[config.mk]
export PLATFORM = sky130hd
export DESIGN_NAME = fifo_alarm_ctrl
export DESIGN_NICKNAME = d
export VERILOG_FILES = /design/src/rtl/fifo_alarm_pkg.sv /design/src/rtl/fifo_byte_store.sv /design/src/rtl/alarm_hysteresis.sv /design/src/rtl/err_status.sv /design/src/rtl/fifo_alarm_ctrl.sv
export SDC_FILE = /design/constraint.sdc
export NUM_CORES = 1
export LEC_CHECK = 0
export BUFFER_PORTS_ARGS = -buffer_cell sky130_fd_sc_hd__buf_4
export CAP_MARGIN = 20
export CORE_UTILIZATION = 48
export CTS_BUF_LIST = sky130_fd_sc_hd__clkbuf_4 sky130_fd_sc_hd__clkbuf_8 sky130_fd_sc_hd__clkbuf_16
export DETAILED_ROUTE_END_ITERATION = 7
export GPL_TIMING_DRIVEN = 0
export PLACE_DENSITY_LB_ADDON = 0.1
export SLEW_MARGIN = 40
export SYNTH_ARGS = -nofsm -noshare
export SYNTH_HDL_FRONTEND = slang
export SYNTH_SLANG_ARGS = --single-unit
export TNS_END_PERCENT = 100
[constraint.sdc]
create_clock -name clk -period 9.21 [get_ports clk]
set_input_delay 1.3815 -clock clk [delete_from_list [all_inputs] [get_ports clk]]
set_output_delay 1.3815 -clock clk [all_outputs]
set_load 0.01 [all_outputs]
[src/rtl/fifo_alarm_pkg.sv]
// Shared constants for the hysteretic-alarm FIFO controller.
// Holds the error source indices, the status word layout and the
// reset value of the mask field. Assumes six error sources.
package fifo_alarm_pkg;

    localparam int NUM_SRC = 6;
    localparam int NUM_EXT = 4;

    // Sticky status bit index of each error source
    localparam int SRC_BAD_PTR   = 0;
    localparam int SRC_FRAME_REJ = 1;
    localparam int SRC_RX_WAIT   = 2;
    localparam int SRC_UNDERFLOW = 3;
    localparam int SRC_OVERFLOW  = 4;
    localparam int SRC_TX_WAIT   = 5;

    // Mapping of ext_evt bits onto sticky indices
    localparam int EXT_MAP [NUM_EXT] = '{SRC_BAD_PTR, SRC_FRAME_REJ, SRC_RX_WAIT, SRC_TX_WAIT};

    // Status word positions of the live flags
    localparam int STAT_EMPTY_BIT = 8;
    localparam int STAT_ALARM_BIT = 9;

    // Receive-wait and transmit-wait masked out of reset
    localparam logic [NUM_SRC-1:0] MASK_RESET = 6'b100100;

    // Next value of a sticky set: new events win over clears
    function automatic logic [NUM_SRC-1:0] sticky_next(
        input logic [NUM_SRC-1:0] cur,
        input logic [NUM_SRC-1:0] set_v,
        input logic [NUM_SRC-1:0] clr_v
    );
        return set_v | (cur & ~clr_v);
    endfunction

endpackage

[src/rtl/fifo_byte_store.sv]
// Storage, pointers and occupancy of the byte FIFO.
// Drops a push while full and a pop while empty, and flags each drop
// for one cycle. The read side shows the oldest entry without delay.
// Assumes DEPTH >= 2; any depth works, and power-of-two depths use a
// free-running pointer wrap.
module fifo_byte_store #(
    parameter int DEPTH  = 128,
    parameter int DATA_W = 8,
    parameter int CNT_W  = $clog2(DEPTH + 1)
) (
    input  logic              clk,
    input  logic              rst_n,
    input  logic              push_req,
    input  logic [DATA_W-1:0] push_data,
    input  logic              pop_req,
    output logic [DATA_W-1:0] pop_data,
    output logic [CNT_W-1:0]  count,
    output logic              is_empty,
    output logic              is_full,
    output logic              push_drop,
    output logic              pop_drop
);

    localparam int  AW      = $clog2(DEPTH);
    localparam bit  POW2    = ((1 << AW) == DEPTH);

    logic [DATA_W-1:0] mem [DEPTH];
    logic [AW-1:0]     wr_ptr, rd_ptr;
    logic [AW-1:0]     wr_ptr_inc, rd_ptr_inc;
    logic              push_ok, pop_ok;

    assign is_empty  = (count == '0);
    assign is_full   = (count == CNT_W'(DEPTH));
    assign push_ok   = push_req && !is_full;
    assign pop_ok    = pop_req && !is_empty;
    assign push_drop = push_req && is_full;
    assign pop_drop  = pop_req && is_empty;
    assign pop_data  = mem[rd_ptr];

    // Pointer increment: free wrap for power-of-two depth, compare otherwise
    generate
        if (POW2) begin : g_wrap_free
            assign wr_ptr_inc = wr_ptr + 1'b1;
            assign rd_ptr_inc = rd_ptr + 1'b1;
        end else begin : g_wrap_cmp
            assign wr_ptr_inc = (wr_ptr == AW'(DEPTH - 1)) ? '0 : wr_ptr + 1'b1;
            assign rd_ptr_inc = (rd_ptr == AW'(DEPTH - 1)) ? '0 : rd_ptr + 1'b1;
        end
    endgenerate

    // Store accepted bytes
    always_ff @(posedge clk) begin
        if (push_ok) begin
            mem[wr_ptr] <= push_data;
        end
    end

    // Advance pointers on accepted accesses
    always_ff @(posedge clk) begin
        if (!rst_n) begin
            wr_ptr <= '0;
            rd_ptr <= '0;
        end else begin
            if (push_ok) wr_ptr <= wr_ptr_inc;
            if (pop_ok)  rd_ptr <= rd_ptr_inc;
        end
    end

    // Track occupancy from accepted accesses only
    always_ff @(posedge clk) begin
        if (!rst_n) begin
            count <= '0;
        end else begin
            case ({push_ok, pop_ok})
                2'b10:   count <= count + 1'b1;
                2'b01:   count <= count - 1'b1;
                default: count <= count;
            endcase
        end
    end

endmodule

[src/rtl/alarm_hysteresis.sv]
// Request alarm with hysteresis on FIFO occupancy.
// Rises when armed and occupancy is at or above the level. Falls when
// free space is below gran*GRAN_UNIT. Re-arms only while low and below
// the level. It does not guard against a threshold larger than the
// headroom; that case gives a one-cycle pulse by design.
module alarm_hysteresis #(
    parameter int DEPTH     = 128,
    parameter int CNT_W     = $clog2(DEPTH + 1),
    parameter int LEVEL_W   = 12,
    parameter int GRAN_W    = 3,
    parameter int GRAN_UNIT = 4
) (
    input  logic               clk,
    input  logic               rst_n,
    input  logic [CNT_W-1:0]   count,
    input  logic [LEVEL_W-1:0] level,
    input  logic [GRAN_W-1:0]  gran,
    output logic               alarm
);

    logic        armed;
    logic        at_level;
    logic        low_room;
    logic [31:0] free_bytes;
    logic [31:0] thresh;

    assign free_bytes = 32'(DEPTH) - 32'(count);
    assign thresh     = 32'(gran) * 32'(GRAN_UNIT);
    assign at_level   = (32'(count) >= 32'(level));
    assign low_room   = (free_bytes < thresh);

    // Alarm state: rise on armed level crossing, fall on low free space
    always_ff @(posedge clk) begin
        if (!rst_n) begin
            alarm <= 1'b0;
        end else if (alarm) begin
            if (low_room) alarm <= 1'b0;
        end else if (armed && at_level) begin
            alarm <= 1'b1;
        end
    end

    // Arming: consumed on rise, restored while low and below the level
    always_ff @(posedge clk) begin
        if (!rst_n) begin
            armed <= 1'b1;
        end else if (!alarm && armed && at_level) begin
            armed <= 1'b0;
        end else if (!alarm && !at_level) begin
            armed <= 1'b1;
        end
    end

endmodule

[src/rtl/err_status.sv]
// Sticky error bits with write-one-to-clear and a registered error output.
// Assumes event inputs are single-cycle pulses; a set wins over a clear
// in the same cycle.
module err_status
    import fifo_alarm_pkg::*;
(
    input  logic               clk,
    input  logic               rst_n,
    input  logic [NUM_SRC-1:0] event_in,
    input  logic               clr_we,
    input  logic [NUM_SRC-1:0] clr_bits,
    input  logic [NUM_SRC-1:0] mask,
    output logic [NUM_SRC-1:0] sticky,
    output logic               err
);

    logic [NUM_SRC-1:0] clr_eff;

    assign clr_eff = clr_bits & {NUM_SRC{clr_we}};

    // Record events and apply clears
    always_ff @(posedge clk) begin
        if (!rst_n) begin
            sticky <= '0;
        end else begin
            sticky <= sticky_next(sticky, event_in, clr_eff);
        end
    end

    // Register the OR of unmasked sticky bits
    always_ff @(posedge clk) begin
        if (!rst_n) begin
            err <= 1'b0;
        end else begin
            err <= |(sticky & ~mask);
        end
    end

endmodule

[src/rtl/fifo_alarm_ctrl.sv]
// Top of the hysteretic-alarm byte FIFO controller.
// Holds the control word, builds the error event vector, and returns
// the control or status word on the register port. Assumes single-cycle
// register writes and at most one push and one pop per cycle.
module fifo_alarm_ctrl
    import fifo_alarm_pkg::*;
#(
    parameter int DEPTH      = 128,
    parameter int DATA_W     = 8,
    parameter int LEVEL_W    = 12,
    parameter int GRAN_W     = 3,
    parameter int GRAN_UNIT  = 4,
    parameter int GRAN_RESET = 1,
    parameter int REG_W      = 32,
    parameter int CNT_W      = $clog2(DEPTH + 1)
) (
    input  logic              clk,
    input  logic              rst_n,
    input  logic              push_en,
    input  logic [DATA_W-1:0] push_data,
    input  logic              pop_en,
    output logic [DATA_W-1:0] pop_data,
    input  logic [NUM_EXT-1:0] ext_evt,
    input  logic              cfg_we,
    input  logic              cfg_sel,
    input  logic [REG_W-1:0]  cfg_wdata,
    output logic [REG_W-1:0]  cfg_rdata,
    output logic [CNT_W-1:0]  fill_count,
    output logic              fifo_empty,
    output logic              alarm_req,
    output logic              err_irq
);

    localparam int GRAN_LSB  = LEVEL_W;
    localparam int FRAME_BIT = LEVEL_W + GRAN_W;
    localparam int MASK_LSB  = FRAME_BIT + 1;
    localparam int CTRL_W    = MASK_LSB + NUM_SRC;

    logic [LEVEL_W-1:0] level_q;
    logic [GRAN_W-1:0]  gran_q;
    logic               frame_q;
    logic [NUM_SRC-1:0] mask_q;
    logic [NUM_SRC-1:0] sticky_q;
    logic [NUM_SRC-1:0] evt_vec;
    logic               full_w;
    logic               push_drop, pop_drop;
    logic               ctrl_we, stat_we;
    logic [REG_W-1:0]   ctrl_word, stat_word;
    logic               unused_wbits;

    assign ctrl_we      = cfg_we && !cfg_sel;
    assign stat_we      = cfg_we && cfg_sel;
    assign unused_wbits = ^{cfg_wdata[REG_W-1:CTRL_W], full_w};

    fifo_byte_store #(
        .DEPTH  (DEPTH),
        .DATA_W (DATA_W),
        .CNT_W  (CNT_W)
    ) u_store (
        .clk       (clk),
        .rst_n     (rst_n),
        .push_req  (push_en),
        .push_data (push_data),
        .pop_req   (pop_en),
        .pop_data  (pop_data),
        .count     (fill_count),
        .is_empty  (fifo_empty),
        .is_full   (full_w),
        .push_drop (push_drop),
        .pop_drop  (pop_drop)
    );

    alarm_hysteresis #(
        .DEPTH     (DEPTH),
        .CNT_W     (CNT_W),
        .LEVEL_W   (LEVEL_W),
        .GRAN_W    (GRAN_W),
        .GRAN_UNIT (GRAN_UNIT)
    ) u_alarm (
        .clk   (clk),
        .rst_n (rst_n),
        .count (fill_count),
        .level (level_q),
        .gran  (gran_q),
        .alarm (alarm_req)
    );

    // Route external pulses onto their sticky positions
    generate
        for (genvar g = 0; g < NUM_EXT; g++) begin : g_ext
            assign evt_vec[EXT_MAP[g]] = ext_evt[g];
        end
    endgenerate
    assign evt_vec[SRC_UNDERFLOW] = pop_drop;
    assign evt_vec[SRC_OVERFLOW]  = push_drop;

    err_status u_err (
        .clk      (clk),
        .rst_n    (rst_n),
        .event_in (evt_vec),
        .clr_we   (stat_we),
        .clr_bits (cfg_wdata[NUM_SRC-1:0]),
        .mask     (mask_q),
        .sticky   (sticky_q),
        .err      (err_irq)
    );

    // Control word register
    always_ff @(posedge clk) begin
        if (!rst_n) begin
            level_q <= '0;
            gran_q  <= GRAN_W'(GRAN_RESET);
            frame_q <= 1'b0;
            mask_q  <= MASK_RESET;
        end else if (ctrl_we) begin
            level_q <= cfg_wdata[LEVEL_W-1:0];
            gran_q  <= cfg_wdata[GRAN_LSB +: GRAN_W];
            frame_q <= cfg_wdata[FRAME_BIT];
            mask_q  <= cfg_wdata[MASK_LSB +: NUM_SRC];
        end
    end

    // Assemble readable words with reserved bits at zero
    always_comb begin
        ctrl_word = '0;
        ctrl_word[LEVEL_W-1:0]          = level_q;
        ctrl_word[GRAN_LSB +: GRAN_W]   = gran_q;
        ctrl_word[FRAME_BIT]            = frame_q;
        ctrl_word[MASK_LSB +: NUM_SRC]  = mask_q;
        stat_word = '0;
        stat_word[NUM_SRC-1:0]          = sticky_q;
        stat_word[STAT_EMPTY_BIT]       = fifo_empty;
        stat_word[STAT_ALARM_BIT]       = alarm_req;
    end

    // Read mux
    assign cfg_rdata = cfg_sel ? stat_word : ctrl_word;

endmodule

==> results.cfg <==
[finish]
layout_commonest_cell = edfxtp_1
stdcell_count = 3978
final_nets = 2782
antenna_cells = 0
drive_gt1_frac = 0.171
final_cell_mix = edfxtp_1, mux2i_1, a22oi_1, nand2_1, nor2_1
area_growth_pct = 14.3
num-fill-cells = 6858

[clock_tree]
path_clk_slew_ns = 0.06
cts-root-buf = clkbuf_16
hold_buffers = 0
clk_path_buf_depth = 3
cts_resized = 0
htreeDepth = 3
postCtsSetupBuffers = 0
cts_tree = done
clk_latency_ns = 0.68
numCtsBuffers = 110
clock-sinks = 1084

[routing]
via_per_inst = 5.93
wl_per_cell_um = 28.4
drt_iter0_drc = 2525
remaining_drc_errors = 2
drt_pass1_iterations = 8
ant_nets = 0
drt_wl_total_um = 113000
via_count = 23600

[die]
fp.dieH_um = 301
die_width_um = 301
io_pins = 101
placementRows = 109
initial_core_util = 0.485
core-area_um2 = 88500
die_area_um2 = 90600

[timing]
fin_skew_ns = 0.0374
worst_pin_slew_ns = 0.972
setup_viol = 0
timing.fmax_mhz = 162
tns_ns = 0
rsz0062_at_grt = no
drv_slew = 0
timing.final.crit_share = 0.668
hold_viol_final = 0
relSlewSlack = 0.346
post-route-min-period_ns = 6.16

[logic_synthesis]
synth_ff_type = edfxtp_1
synthesis.area_um2 = 42900
async_flop_share = 0
synth-edff-count = 1024
ys_ff_latch = 1084
syn_avg_cell_area_um2 = 17.1
syn_inst = 2510
ys_seq_area_frac = 0.744
yosysWarnings = 0
synth_cell_type_count = 62

[worst_setup_path]
worstPathArrival_ns = 4.77
endpoint_kind = output port
cp-start-kind = flip-flop
worstPathMaxFanout = 10
required_ns = 7.83
crit_type = reg -> out

[place]
dp_hpwl_um = 74400
placed_cells = 3765
gp_congestion = 1.05
io_buffers = 79

[global_routing]
grt_pass1_vias = 23300
grt_pass1_wl_um = 161000
grt_max_degree = 129
grt_use_total = 0.250
antenna_found_initial = 3
grt.overflow.total = 0

[power]
power_leakage_nw = 15.0
ir_drop_mv = 0.183
power_density_nw_per_um2 = 227

[run_status]
status = finished, violations left
violations = DRC

[run]
cap_viol_max_count = 0

[min_path]
hold_path_class = reg -> reg
==> sequential cells by signal, summed over array words and instances, names as in the netlist, named ones only <==
signal	cells
u_store.mem	1024
level_q	12
u_store.count	8
u_store.rd_ptr	7
u_store.wr_ptr	7
mask_q	6
u_err.sticky	6
gran_q	3
frame_q	1
u_alarm.alarm	1
u_alarm.armed	1
u_err.err	1
==> per-stage QoR <==
stage | utilization | total power [mW] | worst slack, ns | hold slack, ns | area (um2)
floorplan | - | 6.29 | 5.43 | 0.439 | 43000
global placement | 0.508 | 6.81 | 3.80 | 0.452 | 45000
detailed placement | 0.510 | 6.83 | 3.90 | 0.465 | 45200
CTS | 0.551 | 11.2 | 3.17 | 0.474 | 48800
global route | 0.554 | 11.4 | 3.05 | 0.504 | 49000
finish | 0.554 | 11.1 | 3.05 | 0.472 | 49000
==> synth_stat cells (17+ instances only) <==
cell type  number  area, um2
a21boi_0       29        218
a21oi_1        60        300
a22oi_1       145       1090
and2_1         17        106
buf_2          18       90.1
clkbuf_1      124        465
dfxtp_1        60       1200
edfxtp_1     1024      30700
inv_1          21       78.8
mux2i_1       322       3220
mux4_2         96       2160
nand2_1       139        522
nand3_1        20        100
nor2_1        148        556
nor2b_1        28        175
nor4_1         32        200
o211ai_1       34        255
o21ai_0        18       90.1
o22ai_1        36        225
==> final timing paths <==
check	depth (start not counted)	endpoint	start	slack, ns
min	2	gran_q[1]$_SDFFE_PN0P_	gran_q[1]$_SDFFE_PN0P_	0.47
max	10	pop_data[6]	flip-flop	3.05
min reg2reg	2	gran_q[1]$_SDFFE_PN0P_	gran_q[1]$_SDFFE_PN0P_	0.47
max reg2reg	15	u_store.count[4]$_SDFFE_PN0P_	u_store.count[3]$_SDFFE_PN0P_	4.82
==> metal layers <==
metal / track usage / part of all wire
met5: 0 / 0.00011
met4: 0.0815 / 0.031
met3: 0.0359 / 0.074
met2: 0.389 / 0.46
met1: 0.364 / 0.43
==> critical path, cell delays in order, from the launching register on <==
cell      delay, ns
dfxtp_1        0.31
clkbuf_1       0.36
buf_2          0.43
nor4bb_1       0.62
clkbuf_1       0.34
clkbuf_1       0.62
a22oi_1        0.15
nand2_1        0.25
nor4_1         0.13
or4_1          0.67
buf_4          0.21
==> power breakdown <==
| group | leakage, nW | internal (mW) | total, mW | switching [mW] |
|---|---|---|---|---|
| Clock | 1.82 | 2.56 | 4.40 | 1.84 |
| Combinational | 3.49 | 0.470 | 1.27 | 0.805 |
| Sequential | 9.70 | 5.43 | 5.47 | 0.0364 |
| Total | 15.0 | 8.46 | 11.1 | 2.69 |
==> area by class of cell <==
type	instances	area (um2)	share of cell area
tap	1165	1460	0.0297
inverter	23	88.8	0.00181
clock inverter	58	489	0.00998
sequential	1084	32000	0.652
buffer	164	727	0.0148
multi-input combinational	1248	10300	0.211
timing repair buffer	87	850	0.0173
clock buffer	149	3140	0.0640
==> cells by family (layout without fill, tap and decap cells) <==
logic type | after synthesis | in the layout | synth area share
other | 1 | 10 | 0.0000874
AND/OR/NAND/NOR | 441 | 441 | 0.0483
flip-flops | 1084 | 1084 | 0.744
AO/OA/AOI/OAI | 345 | 345 | 0.0554
buffers and inverters | 187 | 481 | 0.0180
XOR/XNOR | 17 | 17 | 0.00347
adder cells (fa/ha/maj) | 14 | 14 | 0.00408
multiplexers | 421 | 421 | 0.126
Note: power is estimated with default switching activity, not from simulation.
